===== config.mk =====
export PLATFORM = sky130hd
export DESIGN_NAME = usbphy_clkctl
export DESIGN_NICKNAME = d
export VERILOG_FILES = /design/src/rtl/usbclk_pkg.sv /design/src/rtl/usbclk_regfile.sv /design/src/rtl/usbclk_decode.sv /design/src/rtl/usbclk_lock.sv /design/src/rtl/usbphy_clkctl.sv
export SDC_FILE = /design/constraint.sdc
export NUM_CORES = 1
export LEC_CHECK = 0
export CAP_MARGIN = 40
export CELL_PAD_IN_SITES_DETAIL_PLACEMENT = 1
export CELL_PAD_IN_SITES_GLOBAL_PLACEMENT = 2
export CORE_ASPECT_RATIO = 0.9
export CORE_MARGIN = 3
export CORE_UTILIZATION = 39
export CTS_CLUSTER_DIAMETER = 150
export DETAILED_ROUTE_END_ITERATION = 12
export DONT_BUFFER_PORTS = 1
export HOLD_SLACK_MARGIN = 0.1
export PLACE_DENSITY_LB_ADDON = 0.15
export SKIP_CTS_REPAIR_TIMING = 1
export SYNTH_ARGS = -nofsm -noshare
export SYNTH_HDL_FRONTEND = slang
export SYNTH_SLANG_ARGS = --single-unit

===== constraint.sdc =====
create_clock -name clk -period 5.4 [get_ports clk]
set_input_delay 1.08 -clock clk [delete_from_list [all_inputs] [get_ports clk]]
set_output_delay 1.08 -clock clk [all_outputs]
set_load 0.01 [all_outputs]

===== src/rtl/usbclk_pkg.sv =====
package usbclk_pkg;
  // Field positions; the PHY decodes these bits, so they are fixed.
  localparam int REF_LSB    = 0;
  localparam int REF_W      = 4;
  localparam int HS_MUX_BIT = 4;
  localparam int FS_MUX_BIT = 5;
  localparam int PLLON_BIT  = 6;
  localparam int PDOWN_BIT  = 7;
  localparam int RESET_BIT  = 8;
  localparam int GOOD_BIT   = 9;
  localparam int FIELD_W    = RESET_BIT + 1;
  localparam int NUM_REF_CODES = 9;

  typedef enum logic [REF_W-1:0] {
    REF_12M  = 4'd0,
    REF_13M  = 4'd1,
    REF_19M2 = 4'd2,
    REF_20M  = 4'd3,
    REF_24M  = 4'd4,
    REF_26M  = 4'd5,
    REF_38M4 = 4'd6,
    REF_40M  = 4'd7,
    REF_48M  = 4'd8
  } ref_code_e;

  typedef struct packed {
    logic             phy_reset;
    logic             pdown;
    logic             pll_on;
    logic             fs_mux;
    logic             hs_mux;
    logic [REF_W-1:0] ref_code;
  } phy_fields_t;
endpackage


===== src/rtl/usbclk_regfile.sv =====
module usbclk_regfile
  import usbclk_pkg::*;
#(
  parameter int DATA_W = 32
) (
  input  logic              clk,
  input  logic              rst_n,
  input  logic              wr_en,
  input  logic [DATA_W-1:0] wr_data,
  input  logic [DATA_W-1:0] wr_mask,
  input  logic              clk_good,
  output logic [DATA_W-1:0] rd_data,
  output phy_fields_t       fields
);
  localparam logic [DATA_W-1:0] ONE     = {{(DATA_W-1){1'b0}}, 1'b1};
  localparam logic [DATA_W-1:0] RO_MASK = ONE << GOOD_BIT;
  localparam logic [DATA_W-1:0] RST_VAL = (ONE << PDOWN_BIT) | (ONE << RESET_BIT);

  logic [DATA_W-1:0] reg_q;
  logic [DATA_W-1:0] merged;

  always_comb begin
    merged = ((reg_q & ~wr_mask) | (wr_data & wr_mask)) & ~RO_MASK;
  end

  always_ff @(posedge clk or negedge rst_n) begin
    if (!rst_n)     reg_q <= RST_VAL;
    else if (wr_en) reg_q <= merged;
  end

  always_comb begin
    rd_data = reg_q | ({{(DATA_W-1){1'b0}}, clk_good} << GOOD_BIT);
    fields  = phy_fields_t'(reg_q[FIELD_W-1:0]);
  end

  // unmasked bits survive a write
  assert_masked_keep_R2: assert property (@(posedge clk) disable iff (!rst_n)
    wr_en |=> (((reg_q ^ $past(reg_q)) & ~$past(wr_mask)) == '0));

  // no write, no change
  assert_idle_stable_R2: assert property (@(posedge clk) disable iff (!rst_n)
    !wr_en |=> $stable(reg_q));
endmodule


===== src/rtl/usbclk_decode.sv =====
module usbclk_decode
  import usbclk_pkg::*;
(
  input  phy_fields_t      fields,
  output logic             hs_from_aux,
  output logic             fs_from_pll,
  output logic             ref_valid,
  output logic             pll_run
);
  always_comb begin
    hs_from_aux = fields.hs_mux;
    fs_from_pll = ~fields.fs_mux;
    ref_valid   = (fields.ref_code < REF_W'(NUM_REF_CODES));
    pll_run     = fields.pll_on & ~fields.pdown & ~fields.phy_reset & ref_valid;
  end
endmodule


===== src/rtl/usbclk_lock.sv =====
module usbclk_lock #(
  parameter int CNT_W = 16
) (
  input  logic             clk,
  input  logic             rst_n,
  input  logic             pll_run,
  input  logic             mod_clk_en,
  input  logic [CNT_W-1:0] lock_cycles,
  output logic             clk_good
);
  logic [CNT_W-1:0] cnt_q;
  logic             locked_q;
  logic [CNT_W:0]   cnt_next;

  always_comb cnt_next = {1'b0, cnt_q} + {{CNT_W{1'b0}}, 1'b1};

  always_ff @(posedge clk or negedge rst_n) begin
    if (!rst_n) begin
      cnt_q    <= '0;
      locked_q <= 1'b0;
    end else if (!pll_run) begin
      cnt_q    <= '0;
      locked_q <= 1'b0;
    end else if (!locked_q && mod_clk_en) begin
      cnt_q <= cnt_next[CNT_W-1:0];
      if (cnt_next >= {1'b0, lock_cycles}) locked_q <= 1'b1;
    end
  end

  assign clk_good = locked_q & pll_run;

  // lock is reached only on a counting cycle with the module clock on
  assert_lock_needs_modclk_R8: assert property (@(posedge clk) disable iff (!rst_n)
    $rose(locked_q) |-> ($past(mod_clk_en) && $past(pll_run)));

  // lock is sticky while the PLL runs
  assert_lock_sticky_R9: assert property (@(posedge clk) disable iff (!rst_n)
    (locked_q && pll_run) |=> locked_q);

  // stopping the PLL clears lock and count
  assert_stop_clears_R10: assert property (@(posedge clk) disable iff (!rst_n)
    !pll_run |=> (!locked_q && cnt_q == '0));
endmodule


===== src/rtl/usbphy_clkctl.sv =====
module usbphy_clkctl
  import usbclk_pkg::*;
#(
  parameter int DATA_W = 32,
  parameter int CNT_W  = 16
) (
  input  logic              clk,
  input  logic              rst_n,
  input  logic              wr_en,
  input  logic [DATA_W-1:0] wr_data,
  input  logic [DATA_W-1:0] wr_mask,
  output logic [DATA_W-1:0] rd_data,
  input  logic              mod_clk_en,
  input  logic [CNT_W-1:0]  lock_cycles,
  output logic              hs_from_aux,
  output logic              fs_from_pll,
  output logic              phy_pll_on,
  output logic              phy_pdown,
  output logic              phy_reset,
  output logic [3:0]        ref_code,
  output logic              ref_valid,
  output logic              clk_good
);
  phy_fields_t fields;
  logic        pll_run;

  usbclk_regfile #(.DATA_W(DATA_W)) u_regfile (
    .clk      (clk),
    .rst_n    (rst_n),
    .wr_en    (wr_en),
    .wr_data  (wr_data),
    .wr_mask  (wr_mask),
    .clk_good (clk_good),
    .rd_data  (rd_data),
    .fields   (fields)
  );

  usbclk_decode u_decode (
    .fields      (fields),
    .hs_from_aux (hs_from_aux),
    .fs_from_pll (fs_from_pll),
    .ref_valid   (ref_valid),
    .pll_run     (pll_run)
  );

  usbclk_lock #(.CNT_W(CNT_W)) u_lock (
    .clk         (clk),
    .rst_n       (rst_n),
    .pll_run     (pll_run),
    .mod_clk_en  (mod_clk_en),
    .lock_cycles (lock_cycles),
    .clk_good    (clk_good)
  );

  always_comb begin
    phy_pll_on = fields.pll_on;
    phy_pdown  = fields.pdown;
    phy_reset  = fields.phy_reset;
    ref_code   = fields.ref_code;
  end

  // lock is never reported on an illegal reference code
  assert_good_valid_ref_R11: assert property (@(posedge clk) disable iff (!rst_n)
    clk_good |-> ref_valid);

  // the read-back flag tracks clk_good
  assert_flag_readback_R3: assert property (@(posedge clk) disable iff (!rst_n)
    rd_data[GOOD_BIT] == clk_good);
endmodule


==> results by group, run 1 <==
Yosys
  • Sequential-to-total area share from yosys stat: 42.8%
  • Cells after Synth: 278
  • Yosys top cell area share: 41.0%
  • Synth cell types: 31
  • Seq cells post-synth: 48
  • Post-synth top cells: dfrtp_1, nand2_1, mux2_2, inv_1, ha_1
  • Top cells by area, synth: dfrtp_1, mux2_2, ha_1
  • Area leader, netlist: dfrtp_1
  • EDFF count, synth: 0
  • Mapped Nets: 379
  • Top_reg_cell synth: dfrtp_1
  • Synth warn: 0
  • Asr flop ratio synth: 100%
  • Syn_area_per_cell: 10.1 sq um
  • Most frequent cell after synthesis: dfrtp_1
  • Post-synthesis cell area: 2810 sq um

Finish
  • Fin util: 43.6%
  • Final net count: 370
  • Layout cells sized above 1: 18.1%
  • Filler instances: 757
  • Area occupied by multi-input gates: 1440 sq um
  • Register Area: 1200 sq um
  • Layout Area Growth over Synthesis: 5.43%
  • Final Instance Area: 2960 sq um
  • Non-filler cells, final: 360
  • Diodes inserted: 0

Critical path
  • CP max stage cell: o31ai_1
  • Critical path type: reg -> out
  • Crit start category: register
  • Slowest cell delay on critical path: 510 ps
  • Critical Path AT: 2000 ps
  • Delay-heaviest family, CP: compound AO/OA/AOI/OAI gates
  • Critical-path cell list: o31ai_1 > nand3_1 > buf_4 > nor2_1
  • WP buf/inv: 1
  • Critical path required time: 4320 ps
  • CP endpoint kind: output pin
  • CP max FO: 18

Clocking
  • TritonCTS clock tree: yes
  • Cts bufs inserted: 5
  • Clock sinks: 48
  • Max Buffers Root-to-Sink: 2
  • Clk Latency, worst-skew pair: 290 ps
  • Root Driver: clkbuf_8
  • H-tree depth: 2
  • CTS clk-pin slew, worst paths: 100 ps

Place
  • Post-DP HPWL: 4740 um
  • DP Area: 2830 sq um
  • Post-Place Cells: 352
  • RePlAce Congestion: 0.710
  • Dpl ws: 2630 ps
  • Port-buffer cells: 0

Routing
  • Vias/cell: 5.36
  • Drt drc: 0
  • First-pass DRT Iterations: 4
  • WL per Instance: 17.1 um
  • Vias: 1928
  • WL final: 6160 um
  • Post-DRT Antenna Nets: 0
  • Number of DRC markers in iteration 0: 74

Global route
  • First-pass GRT wire length: 10100 um
  • Vias in the first global route: 2153
  • Total track usage: 15.4%
  • Pin count of the biggest net entering global routing: 49
  • Initial antenna violation count: 0
  • GRT Residual Overflow: 0

Pwr
  • PwrDens: 277 nW/um^2
  • IR Drop Worst-Case VDD: 0.137 mV
  • Cell leakage power: 1.32 nW
  • Total Power: 821 uW

STA
  • Final Hold Viols: 0
  • Worst-Margin Slew: 654 ps
  • # setup viols final: 0
  • Max-slew headroom: 56.3%
  • RSZ-0062 raised after global routing: false
  • PnR worst setup slack: 2320 ps
  • Period utilisation layout: 57.1%
  • Clock skew: 7.49 ps
  • Final min period: 3080 ps
  • Post-Route Hold Slack: 466 ps
  • Max-slew violations: 0
  • Peak Freq: 325 MHz
  • Setup TNS: 0 ps

Floorplan
  • IO Pins: 127
  • Core area: 6800 sq um
  • Row Count: 28
  • Die Span Y: 86.5 um
  • Starting Density: 41.3%
  • Die X: 95.5 um
  • DIE AREA: 8260 sq um

Min path
  • Worst min path class: in -> async

Outcome
  • Status: finished, final reports clean

Run
  • Max-cap violation count: 0
-- power by group --
group	leakage, nW	switching (mW)	internal [mW]
logic	0.656	0.0290	0.0384
clock network	0.0654	0.122	0.185
registers	0.599	0.0504	0.396
-- cells in the final DEF (no fill, tap or decap), types with 5 or more instances in the layout --
cell type and count:
dfrtp_1 46, xor2_1 8, a21oi_1 10, mux2_2 31
or3_1 5, nand4_1 8, xnor2_1 15, nor3_1 5
clkbuf_8 5, ha_1 17, nand3_1 7, o21ai_0 8
nor2_1 16, inv_1 19, nand2_1 43
-- cells by family after synthesis --
logic type,after synthesis,share of synthesized area (%)
adders and majority gates,17,7.57
AOI/OAI and AO/OA,27,5.70
muxes,31,12.4
DFF,48,42.8
and+or+nand+nor,96,18.2
xor gates and xnor gates,23,7.17
buffers and inverters,36,6.10
-- metal layers --
layer / global-route usage, % / vias to the layer above / wire [um]
met5: 0 / - / 0
met1: 20.9 / 939 / 2700
met2: 25.3 / 63 / 3080
li1: - / 924 / -
met4: 2.84 / 0 / 17
met3: 3.82 / 2 / 368
-- final timing paths --
path,start,end,slack [ps],cells past startpoint
max in group asynchronous,rst_n,async pin,4740,0
min in group clk,u_lock.cnt_q[1],u_lock.cnt_q[1],570,2
worst max register to register,u_lock.cnt_q[0],u_lock.locked_q,2680,10
worst max-delay path,register,clk_good,2320,4
worst min-delay path,rst_n,async pin,470,0
worst min register to register,u_lock.cnt_q[1],u_lock.cnt_q[1],570,2
-- area by class of cell --
type / instances / share of cell area [%]
Multi-Input combinational cell: 194 / 48.4
Sequential cell: 48 / 40.6
Tap cell: 90 / 3.80
Clock buffer: 6 / 2.45
Inverter: 19 / 2.41
Clock inverter: 2 / 2.03
Timing Repair Buffer: 1 / 0.253
(Power assumes the default switching activity.)
==> inputs of run 2 (changes only) <==
--- a/config.mk
+++ b/config.mk
@@ -10,7 +10,7 @@
 export CELL_PAD_IN_SITES_GLOBAL_PLACEMENT = 2
 export CORE_ASPECT_RATIO = 0.9
 export CORE_MARGIN = 3
-export CORE_UTILIZATION = 39
+export CORE_UTILIZATION = 37
 export CTS_CLUSTER_DIAMETER = 150
 export DETAILED_ROUTE_END_ITERATION = 12
 export DONT_BUFFER_PORTS = 1
==> constraint.sdc (replaced) <==
create_clock -name clk -period 3 [get_ports clk]
set_input_delay 0.6 -clock clk [delete_from_list [all_inputs] [get_ports clk]]
set_output_delay 0.6 -clock clk [all_outputs]
set_load 0.01 [all_outputs]
==> run 2 against run 1 <==
Effect of this change:
- total power is 70% higher
- sequential share of layout area is 0.19 points lower
- critical path depth is 7 higher
- clock-buffer cell count stayed put
- combinational power is 100% higher
- global-route usage is 1.6 points lower
- highest routed layer unchanged
==> results by group, run 2 (same netlist as run 1, synthesis figures left out) <==
Outcome
  • Status: finished, final reports clean

Critical path
  • R2R cell count: 11
  • R2r setup slk: 270 ps
  • Critical path type: reg -> reg
  • Critical path required time: 3220 ps
  • R2R Path Start: u_lock.cnt_q[5]
  • CP max FO: 8
  • Critical Path AT: 2940 ps
  • Crit start category: register
  • CP endpoint kind: register
  • Worst R2R End: u_lock.locked_q
  • Critical path origin: u_lock.cnt_q[5]

STA
  • # setup viols final: 0
  • Setup TNS: 0 ps
  • Period utilisation layout: 90.9%
  • Peak Freq: 367 MHz
  • RSZ-0062 raised after global routing: false
  • Max-slew violations: 0
  • Final min period: 2730 ps
  • Final Hold Viols: 0
  • Clock skew: 3.76 ps
  • Max-slew headroom: 58.7%
  • Worst-Margin Slew: 617 ps

Routing
  • Vias/cell: 5.30
  • Vias: 1933
  • Drt drc: 0
  • Post-DRT Antenna Nets: 0
  • Number of DRC markers in iteration 0: 45
  • First-pass DRT Iterations: 4
  • WL final: 6200 um
  • WL per Instance: 17.0 um

Global route
  • Initial antenna violation count: 0
  • First-pass GRT wire length: 9790 um
  • Total track usage: 13.8%
  • GRT Residual Overflow: 0
  • Pin count of the biggest net entering global routing: 49
  • Vias in the first global route: 2057

Place
  • RePlAce Congestion: 0.746
  • Post-DP HPWL: 4720 um
  • Port-buffer cells: 0
  • DP Area: 2840 sq um

Clocking
  • Max Buffers Root-to-Sink: 2
  • TritonCTS clock tree: yes
  • H-tree depth: 2
  • Clock sinks: 48
  • Root Driver: clkbuf_8
  • Clk Latency, worst-skew pair: 290 ps
  • CTS clk-pin slew, worst paths: 90 ps
  • Cts bufs inserted: 5

Floorplan
  • Starting Density: 38.9%
  • Core area: 7220 sq um
  • Die X: 97.9 um
  • Die Span Y: 88.7 um
  • IO Pins: 127
  • Row Count: 29
  • DIE AREA: 8680 sq um

Finish
  • Final net count: 372
  • Commonest non-fill, non-tap cell in the layout: dfrtp_1
  • Layout Area Growth over Synthesis: 5.92%
  • Layout cells sized above 1: 18.8%
  • Final Instance Area: 2980 sq um
  • Diodes inserted: 0
  • Most frequent cells in the layout: dfrtp_1, nand2_1, mux2_2
  • Fin util: 41.2%

Pwr
  • IR Drop Worst-Case VDD: 0.232 mV
  • PwrDens: 469 nW/um^2
  • Cell leakage power: 1.33 nW
  • Total Power: 1.40 mW

Min path
  • Worst min path class: in -> async

Run
  • Max-cap violation count: 0
## run 2: cell types whose count changed in the layout (fill, tap and decap cells not counted)
cell,previous run,this run
buf_16,0,1
clkinv_2,0,1
buf_4,1,2
bufinv_16,2,1
## run 2: cell type report
cell class	count	area, sq um
fillers	809	4240
multi-input cells	194	1440
flip-flops and latches	48	1200
well taps	93	116
clock buffers	6	72.6
inverters	19	71.3
repair buffers	3	42.5
clock inverters	2	35.0
## run 2: worst max path at each step
stage	slack, ps	endpoint
after global placement	320	u_lock.locked_q
after global routing	50	u_lock.locked_q
after floorplan	570	u_lock.locked_q
final	270	u_lock.locked_q
after detailed placement	280	u_lock.locked_q
after CTS	250	u_lock.locked_q
## run 2: power by group
group / internal [mW] / switching, mW / total [mW]
Combinational: 0.0731 / 0.0646 / 0.138
Sequential: 0.713 / 0.0913 / 0.804
Clock: 0.248 / 0.208 / 0.456
Total: 1.03 / 0.364 / 1.40
## run 2: stage by stage
step | hold WS, ps | worst slack [ps] | std cells
floorplan | 304 | 566 | 278
global placement | 306 | 324 | 356
detailed placement | 306 | 282 | 356
CTS | -23.7 | 253 | 364
global route | 111 | 46.8 | 365
finish | 140 | 273 | 365
## run 2: routing by layer
layer | wire length, um | track usage (%) | part of all wire, % | vias to the layer above
li1 | - | - | - | 926
met1 | 2700 | 17.8 | 43 | 941
met2 | 3070 | 23.4 | 49 | 62
met3 | 407 | 4.10 | 6.6 | 4
met4 | 31 | 2.64 | 0.50 | 0
met5 | 0 | 0 | 0 | -
## run 2: critical path, stage by stage (launching register included)
cell and delay (ps):
dfrtp_1 490, and4_4 320, nand3_4 110, nor3_1 330, nand3_1 150, xnor2_1 150, ha_1 310, nand4_1 110
nor4_1 280, a211o_1 150, o21ai_0 80, a31oi_1 170
==> inputs of run 3 (changes only) <==
--- a/config.mk
+++ b/config.mk
@@ -16,6 +16,8 @@
 export DONT_BUFFER_PORTS = 1
 export HOLD_SLACK_MARGIN = 0.1
 export PLACE_DENSITY_LB_ADDON = 0.15
+export REMOVE_ABC_BUFFERS = 1
+export SETUP_SLACK_MARGIN = 0.5
 export SKIP_CTS_REPAIR_TIMING = 1
 export SYNTH_ARGS = -nofsm -noshare
 export SYNTH_HDL_FRONTEND = slang
==> run 3 against run 2 <==
Effect of this change:
- worst hold slack worse by 11 ps
- via count up 2.2%
- fmax up 10%
- register-to-register slack better by 250 ps
- sequential cell count unchanged
- final cell count up 3.3%
- clock skew up 9.4 ps
- combinational power up 4%
==> results by group, run 3 (same netlist as run 1, synthesis figures left out) <==
Clocking
  • Max Buffers Root-to-Sink: 2
  • TritonCTS clock tree: yes
  • H-tree depth: 2
  • Clock sinks: 48
  • Cts bufs inserted: 5
  • Root Driver: clkbuf_8
  • Clk Latency, worst-skew pair: 300 ps
  • CTS clk-pin slew, worst paths: 100 ps

Floorplan
  • Row Count: 29
  • Die Span Y: 88.7 um
  • Core area: 7220 sq um
  • DIE AREA: 8680 sq um
  • Die X: 97.9 um
  • IO Pins: 127
  • Starting Density: 38.9%

Pwr
  • PwrDens: 475 nW/um^2
  • Cell leakage power: 1.43 nW
  • IR Drop Worst-Case VDD: 0.243 mV

Outcome
  • Status: finished, final reports clean

Place
  • Port-buffer cells: 0
  • RePlAce Congestion: 0.693
  • Post-DP HPWL: 4920 um

STA
  • RSZ-0062 raised after global routing: true
  • Setup TNS: 0 ps
  • Period utilisation layout: 82.5%
  • Max-slew headroom: 57.5%
  • Peak Freq: 404 MHz
  • # setup viols final: 0
  • Post-Route Hold Slack: 128 ps
  • Worst-Margin Slew: 636 ps
  • Final min period: 2480 ps
  • Max-slew violations: 0
  • Clock skew: 13.2 ps
  • Final Hold Viols: 0

Critical path
  • CP max FO: 8
  • Critical path required time: 3170 ps
  • Slowest cell delay on critical path: 440 ps
  • CP endpoint kind: register
  • Crit start category: register
  • Delay-heaviest family, CP: compound AO/OA/AOI/OAI gates
  • WP buf/inv: 0
  • Critical path type: reg -> reg
  • CP max stage cell: dfrtp_1
  • Critical-path cell list: ha_4 > and4_4 > nand3_4 > nor3_4 > xor2_1 > ha_1 > a21o_1 > a211o_1 > o21ai_0 > a31oi_1
  • Critical Path AT: 2650 ps

Routing
  • Vias/cell: 5.24
  • Vias: 1975
  • Post-DRT Antenna Nets: 0
  • Drt drc: 0
  • Number of DRC markers in iteration 0: 69
  • WL final: 6640 um
  • WL per Instance: 17.6 um
  • First-pass DRT Iterations: 4

Finish
  • Layout Area Growth over Synthesis: 11.9%
  • Diodes inserted: 0
  • Most frequent cells in the layout: nand2_1, dfrtp_1, mux2_2
  • Final net count: 385
  • Filler instances: 813
  • Layout cells sized above 1: 25.4%

Global route
  • GRT Residual Overflow: 0
  • GR Layer Usage met3: 4.41%
  • Vias in the first global route: 1931
  • Initial antenna violation count: 0
  • Met2 track demand over resource: 23.1%
  • Pin count of the biggest net entering global routing: 49
  • Total track usage: 14.2%
  • Met1 Track Usage GR: 19.0%
  • Top Usage Layer GRT: met2
  • First-pass GRT wire length: 9860 um

Min path
  • Worst min path class: in -> async

Run
  • Max-cap violation count: 0
run 3: changes by cell type in the layout (fill, tap and decap cells not counted), sizes merged:
cell | previous run | this run
buf | 3 | 16
bufinv | 1 | 2
clkbuf | 6 | 5
clkinv | 1 | 0
run 3: where the power goes:
part / total [mW] / switching, mW / internal, mW
combinational: 0.143 / 0.0676 / 0.0753
clock: 0.546 / 0.218 / 0.328
sequential: 0.806 / 0.0932 / 0.712
run 3: area by class of cell:
cell class,count,area (sq um),area share (%)
Sequential cell,48,1210,38.4
Clock buffer,5,68.8,2.19
Clock inverter,2,60.1,1.91
Tap cell,93,116,3.70
Multi-Input combinational cell,194,1480,47.1
Inverter,19,71.3,2.27
Timing Repair Buffer,16,140,4.46
run 3: worst register-to-register path, cell delays in order, from the launching register on:
cell and delay (ps):
dfrtp_1 440, ha_4 180, and4_4 240, nand3_4 150, nor3_4 170, xor2_1 170, ha_1 280, a21o_1 190
a211o_1 280, o21ai_0 150, a31oi_1 100
run 3: metrics by stage:
stage | total power, mW | cells | worst slack, ps | util [%] | instance area [sq um]
after floorplan | 0.903 | 261 | 551 | - | 2710
after global placement | 0.938 | 358 | 346 | 39.6 | 2860
after detailed placement | 0.947 | 358 | 322 | 39.6 | 2860
after CTS | 1.50 | 365 | 297 | 41.3 | 2990
after global routing | 1.57 | 377 | 316 | 43.6 | 3150
final | 1.50 | 377 | 524 | 43.6 | 3150
run 3: final timing paths:
path / cells after the start / from / end / slack, ps
min in group clk: 1 / wr_data[25] / register / 440
max in group asynchronous: 1 / rst_n / u_lock.cnt_q[7] / 2630
worst max-delay path: 10 / u_lock.cnt_q[0] / u_lock.locked_q / 520
worst min register to register: 2 / u_lock.locked_q / u_lock.locked_q / 580
worst min-delay path: 1 / rst_n / u_lock.cnt_q[3] / 130
worst max register to register: 10 / u_lock.cnt_q[0] / u_lock.locked_q / 520
run 3: metal layers:
layer,routed length (um),vias to the layer above
met2,3240,68
met5,0,-
li1,-,945
met1,2970,956
met3,384,6
met4,48,0
